### src/rtl/eis_pkg.sv
package eis_pkg;
    localparam int NSRC = 3;
    localparam int VW   = 2;
    localparam int DW   = 8;
    localparam int AW   = 2;
    localparam int CW   = 5;

    localparam logic [AW-1:0] ADDR_CTRL = 2'd0;
    localparam logic [AW-1:0] ADDR_MASK = 2'd1;
    localparam logic [AW-1:0] ADDR_FLAG = 2'd2;

    typedef enum logic [1:0] {
        SNS_LOW  = 2'b00,
        SNS_ANY  = 2'b01,
        SNS_FALL = 2'b10,
        SNS_RISE = 2'b11
    } sense_t;

    typedef enum logic {
        FLAG_IDLE = 1'b0,
        FLAG_HELD = 1'b1
    } flag_st_t;

    function automatic int src_bit(input int idx);
        case (idx)
            0:       return 6;
            1:       return 7;
            default: return 5;
        endcase
    endfunction
endpackage

### src/rtl/eis_sync.sv
module eis_sync #(
    parameter int   W       = 3,
    parameter logic RST_VAL = 1'b1
) (
    input  logic         clk,
    input  logic         rst_n,
    input  logic [W-1:0] d,
    output logic [W-1:0] q
);
    logic [W-1:0] stage1;

    always_ff @(posedge clk or negedge rst_n) begin
        if (!rst_n) begin
            stage1 <= {W{RST_VAL}};
            q      <= {W{RST_VAL}};
        end else begin
            stage1 <= d;
            q      <= stage1;
        end
    end
endmodule

### src/rtl/eis_source.sv
module eis_source
    import eis_pkg::*;
#(
    parameter logic IDLE_LVL = 1'b1
) (
    input  logic   clk,
    input  logic   rst_n,
    input  logic   pin_s,
    input  sense_t sense,
    input  logic   clr,
    input  logic   enable,
    output logic   evt,
    output logic   flag,
    output logic   pend
);
    logic     pin_prev;
    flag_st_t state, state_nxt;

    always_ff @(posedge clk or negedge rst_n) begin
        if (!rst_n) pin_prev <= IDLE_LVL;
        else        pin_prev <= pin_s;
    end

    always_comb begin
        unique case (sense)
            SNS_LOW:  evt = 1'b0;
            SNS_ANY:  evt = pin_s ^ pin_prev;
            SNS_FALL: evt = pin_prev & ~pin_s;
            SNS_RISE: evt = ~pin_prev & pin_s;
        endcase
    end

    always_ff @(posedge clk or negedge rst_n) begin
        if (!rst_n) state <= FLAG_IDLE;
        else        state <= state_nxt;
    end

    always_comb begin
        unique case (state)
            FLAG_IDLE: state_nxt = evt ? FLAG_HELD : FLAG_IDLE;
            FLAG_HELD: state_nxt = (clr && !evt) ? FLAG_IDLE : FLAG_HELD;
        endcase
    end

    always_comb begin
        flag = (state == FLAG_HELD);
        if (sense == SNS_LOW) pend = enable & ~pin_s;
        else                  pend = enable & flag;
    end
endmodule

### src/rtl/eis_prio.sv
module eis_prio #(
    parameter int N  = 3,
    parameter int VW = 2
) (
    input  logic [N-1:0]  pend,
    output logic          req,
    output logic [VW-1:0] vec
);
    always_comb begin
        vec = '0;
        for (int i = N - 1; i >= 0; i--) begin
            if (pend[i]) vec = VW'(i + 1);
        end
        req = |pend;
    end
endmodule

### src/rtl/eis_top.sv
module eis_top
    import eis_pkg::*;
#(
    parameter logic PIN_IDLE = 1'b1
) (
    input  logic          clk,
    input  logic          rst_n,
    input  logic [NSRC-1:0] pin_in,
    input  logic          wr_en,
    input  logic [AW-1:0] wr_addr,
    input  logic [DW-1:0] wr_data,
    input  logic [AW-1:0] rd_addr,
    output logic [DW-1:0] rd_data,
    input  logic          glob_en,
    input  logic          ack,
    input  logic [VW-1:0] ack_vec,
    output logic          irq_req,
    output logic [VW-1:0] irq_vec
);
    logic [CW-1:0]   ctrl_q;
    logic [NSRC-1:0] mask_q;
    logic [NSRC-1:0] pin_s;
    logic [NSRC-1:0] src_evt, src_flag, src_pend, src_clr;

    eis_sync #(.W(NSRC), .RST_VAL(PIN_IDLE)) u_sync (
        .clk(clk), .rst_n(rst_n), .d(pin_in), .q(pin_s)
    );

    always_ff @(posedge clk or negedge rst_n) begin
        if (!rst_n) begin
            ctrl_q <= '0;
            mask_q <= '0;
        end else if (wr_en) begin
            if (wr_addr == ADDR_CTRL) ctrl_q <= wr_data[CW-1:0];
            if (wr_addr == ADDR_MASK) begin
                for (int k = 0; k < NSRC; k++) mask_q[k] <= wr_data[src_bit(k)];
            end
        end
    end

    for (genvar i = 0; i < NSRC; i++) begin : g_src
        sense_t sense;
        if (i < 2) begin : g_full
            assign sense = sense_t'(ctrl_q[2*i +: 2]);
        end else begin : g_edge
            assign sense = ctrl_q[4] ? SNS_RISE : SNS_FALL;
        end

        assign src_clr[i] = (ack && (ack_vec == VW'(i + 1)))
                          || (wr_en && (wr_addr == ADDR_FLAG) && wr_data[src_bit(i)]);

        eis_source #(.IDLE_LVL(PIN_IDLE)) u_src (
            .clk(clk), .rst_n(rst_n), .pin_s(pin_s[i]), .sense(sense),
            .clr(src_clr[i]), .enable(mask_q[i] & glob_en),
            .evt(src_evt[i]), .flag(src_flag[i]), .pend(src_pend[i])
        );
    end

    eis_prio #(.N(NSRC), .VW(VW)) u_prio (
        .pend(src_pend), .req(irq_req), .vec(irq_vec)
    );

    always_comb begin
        rd_data = '0;
        case (rd_addr)
            ADDR_CTRL: rd_data[CW-1:0] = ctrl_q;
            ADDR_MASK: for (int k = 0; k < NSRC; k++) rd_data[src_bit(k)] = mask_q[k];
            ADDR_FLAG: for (int k = 0; k < NSRC; k++) rd_data[src_bit(k)] = src_flag[k];
            default:   rd_data = '0;
        endcase
    end
endmodule

### config.mk
export PLATFORM = sky130hd
export DESIGN_NAME = eis_top
export DESIGN_NICKNAME = d
export VERILOG_FILES = /design/src/rtl/eis_pkg.sv /design/src/rtl/eis_sync.sv /design/src/rtl/eis_source.sv /design/src/rtl/eis_prio.sv /design/src/rtl/eis_top.sv
export SDC_FILE = /design/constraint.sdc
export NUM_CORES = 1
export LEC_CHECK = 0
export BUFFER_PORTS_ARGS = -buffer_cell sky130_fd_sc_hd__buf_2
export CAP_MARGIN = 30
export CORE_UTILIZATION = 45
export CTS_CLUSTER_DIAMETER = 30
export DETAILED_ROUTE_END_ITERATION = 7
export GPL_ROUTABILITY_DRIVEN = 0
export HOLD_SLACK_MARGIN = 0.12
export MAX_ROUTING_LAYER = met4
export PLACE_DENSITY_LB_ADDON = 0.2
export SKIP_LAST_GASP = 1
export SLEW_MARGIN = 25
export SYNTH_ARGS = -nofsm -noshare
export SYNTH_HDL_FRONTEND = slang
export SYNTH_HIERARCHICAL = 1
export SYNTH_SLANG_ARGS = --single-unit
### constraint.sdc
create_clock -name clk -period 1.3 [get_ports clk]
set_input_delay 0.065 -clock clk [delete_from_list [all_inputs] [get_ports clk]]
set_output_delay 0.065 -clock clk [all_outputs]
set_load 0.03 [all_outputs]
==> results.sh <==
export IMPL_dp_cells=169
export IMPL_drtAntennaViolNets=0
export IMPL_final_hold_violation_count=0
export IMPL_final_design_area_no_fill_sq_mm=0.001720
export IMPL_crit_start="u_sync/q[0]"
export IMPL_fin_ws_ns=-0.4754
export IMPL_synth_avg_cell_area_sq_um=11.70
export IMPL_cts_sinks=20
export IMPL_dp_hpwl_um=1748
export IMPL_dieHeight_um=51.44
export IMPL_clock_latency_ns=0.30
export IMPL_fmax_mhz=563.3
export IMPL_routed_wl_um=2593
export IMPL_finalSetupViolCount=5
export IMPL_io_pin_count=33
export IMPL_pre_cts_ws_ns=-0.2055
export IMPL_skew_ns=0.003929
export IMPL_crit_path_end_kind="primary output"
export IMPL_final_nets=191
export IMPL_clk_path_buf_depth=2
export IMPL_htreeDepth=1
export IMPL_remaining_drc_errors=0
export IMPL_period_share_pct=136.6
export IMPL_utilization_pct=76.30
export IMPL_die_area_sq_mm=0.002646
export IMPL_placed_cell_area_sq_mm=0.001416
export IMPL_vias=918
export IMPL_diodes=0
export IMPL_grt_pass1_wl_um=4257
export IMPL_cts_clk_slew_worst_paths_ns=0.12
export IMPL_p_per_area_mw_per_mm2=1211
export IMPL_cts_tree="done"
export IMPL_drv_cap=0
export IMPL_finalPower_mw=2.083
export IMPL_p_leak_nw=0.8454
export IMPL_path_class="register to primary output"
export IMPL_grt_usage_pct=23.58
export IMPL_syn2layout_area_growth_pct=56.43
export IMPL_cts_root_buffer="clkbuf_4"
export IMPL_drt_iter0_drc=10
export IMPL_cts_buffers=3
export IMPL_synthCells=94
export IMPL_hp_class="input pin to register"
export IMPL_whs_ns=0.1795
export IMPL_die_w_um=51.44
export IMPL_grt_pass1_vias=954
export IMPL_violations="setup timing"
export IMPL_layout_min_cycle_time_ns=1.775
export IMPL_antenna_found_initial=0
export IMPL_start_kind="register"
export IMPL_rows=17
export IMPL_drv_slew=0
export IMPL_arrival_ns=1.71
export IMPL_grt_max_degree=21
export IMPL_finalNonFillerCells=187
export IMPL_grt_setup_unrepaired="true"
export IMPL_status="finished with violations"
export IMPL_peakVddDrop_uv=956.8
export IMPL_ys_warn_count=6
export IMPL_port_buffers=32
export IMPL_cp_max_fo=2
export IMPL_tns_ns=-1.527
export IMPL_floorplan_initialDensity_pct=48.78
export IMPL_viasPerCell=4.909
export IMPL_netlist_area_sq_mm=0.001100
export IMPL_min_from="ack_vec[0]"
export IMPL_first_pass_iters=6
export IMPL_drive_above_1_share_pct=52.20
export IMPL_reg2reg_from="u_sync/q[0]"
export IMPL_required_ns=1.24
export IMPL_wire_per_inst_um=13.87
export IMPL_overflow=0
export IMPL_core_sq_mm=0.002255
## path summary, 6_finish.rpt
kind / cells after the start / slack, ns / end
hold / removal: 4 / 0.18 / g_src[0].u_src/flag
setup / recovery: 4 / -0.48 / irq_req
min in group asynchronous: 2 / 0.21 / g_src[1].u_src/flag
hold reg to reg: 0 / 0.36 / u_sync/q[2]
max in group asynchronous: 2 / 0.75 / g_src[0].u_src/pin_prev
setup reg to reg: 5 / -0.14 / g_src[0].u_src/flag
## flip-flops by register name (all words and copies together), names as in the netlist
register              flops
ctrl_q                    5
g_src.u_src/flag          3
g_src.u_src/pin_prev      3
mask_q                    3
u_sync/q                  3
u_sync/stage1             3
## cell type report
class	count	area (sq um)
well taps	28	35.03
inverters	16	60.06
multi-input cells	61	626.9
clock buffers	3	22.52
clock inverters	1	30.03
repair buffers	58	434.2
fillers	169	534.3
flip-flops and latches	20	511.7
## critical path, stage by stage (launching register included)
cell	delay, ns
dfstp_2	0.56
inv_2	0.04
o311a_4	0.30
or3_4	0.36
buf_6	0.14
## metal layers
| layer | global-route usage (%) | up-vias | routed length (um) |
|---|---|---|---|
| li1 | - | 454 | - |
| met1 | 29.73 | 434 | 1163 |
| met2 | 38.53 | 26 | 1298 |
| met3 | 3.571 | 4 | 97 |
| met4 | 8.108 | 0 | 34 |
| met5 | - | - | 0 |
## cells in the final DEF, fill, tap and decap left out, types with 2 or more instances in the layout
cell and instances:
buf_6 7, or3b_1 3, conb_1 4, buf_2 24, and2_1 8, mux2_2 8, o21bai_1 2, ha_1 7
o311a_4 2, mux2i_1 3, a32o_1 2, clkbuf_4 3, ha_4 2, nor2b_1 3, inv_2 2, a22oi_2 2
dfrtp_1 11, o221ai_1 2, dlygate4sd3_1 13, dfstp_2 9, inv_1 14, buf_4 14
## report_power, final
part           internal, mW  switching, mW
combinational         0.422          0.348
sequential            0.724         0.0721
clock                 0.312          0.205
total                  1.46          0.626
## what timing repair did
action | 4_1_cts | 5_1_grt
buffers inserted | 1 | 3
resized for setup | 17 | 10
endpoints found under the hold margin | 32 | 0
pin swaps | 4 | 4
setup endpoints to repair | 7 | 10
hold buffers | 13 | 0
Power figures use the tool's default switching activity.
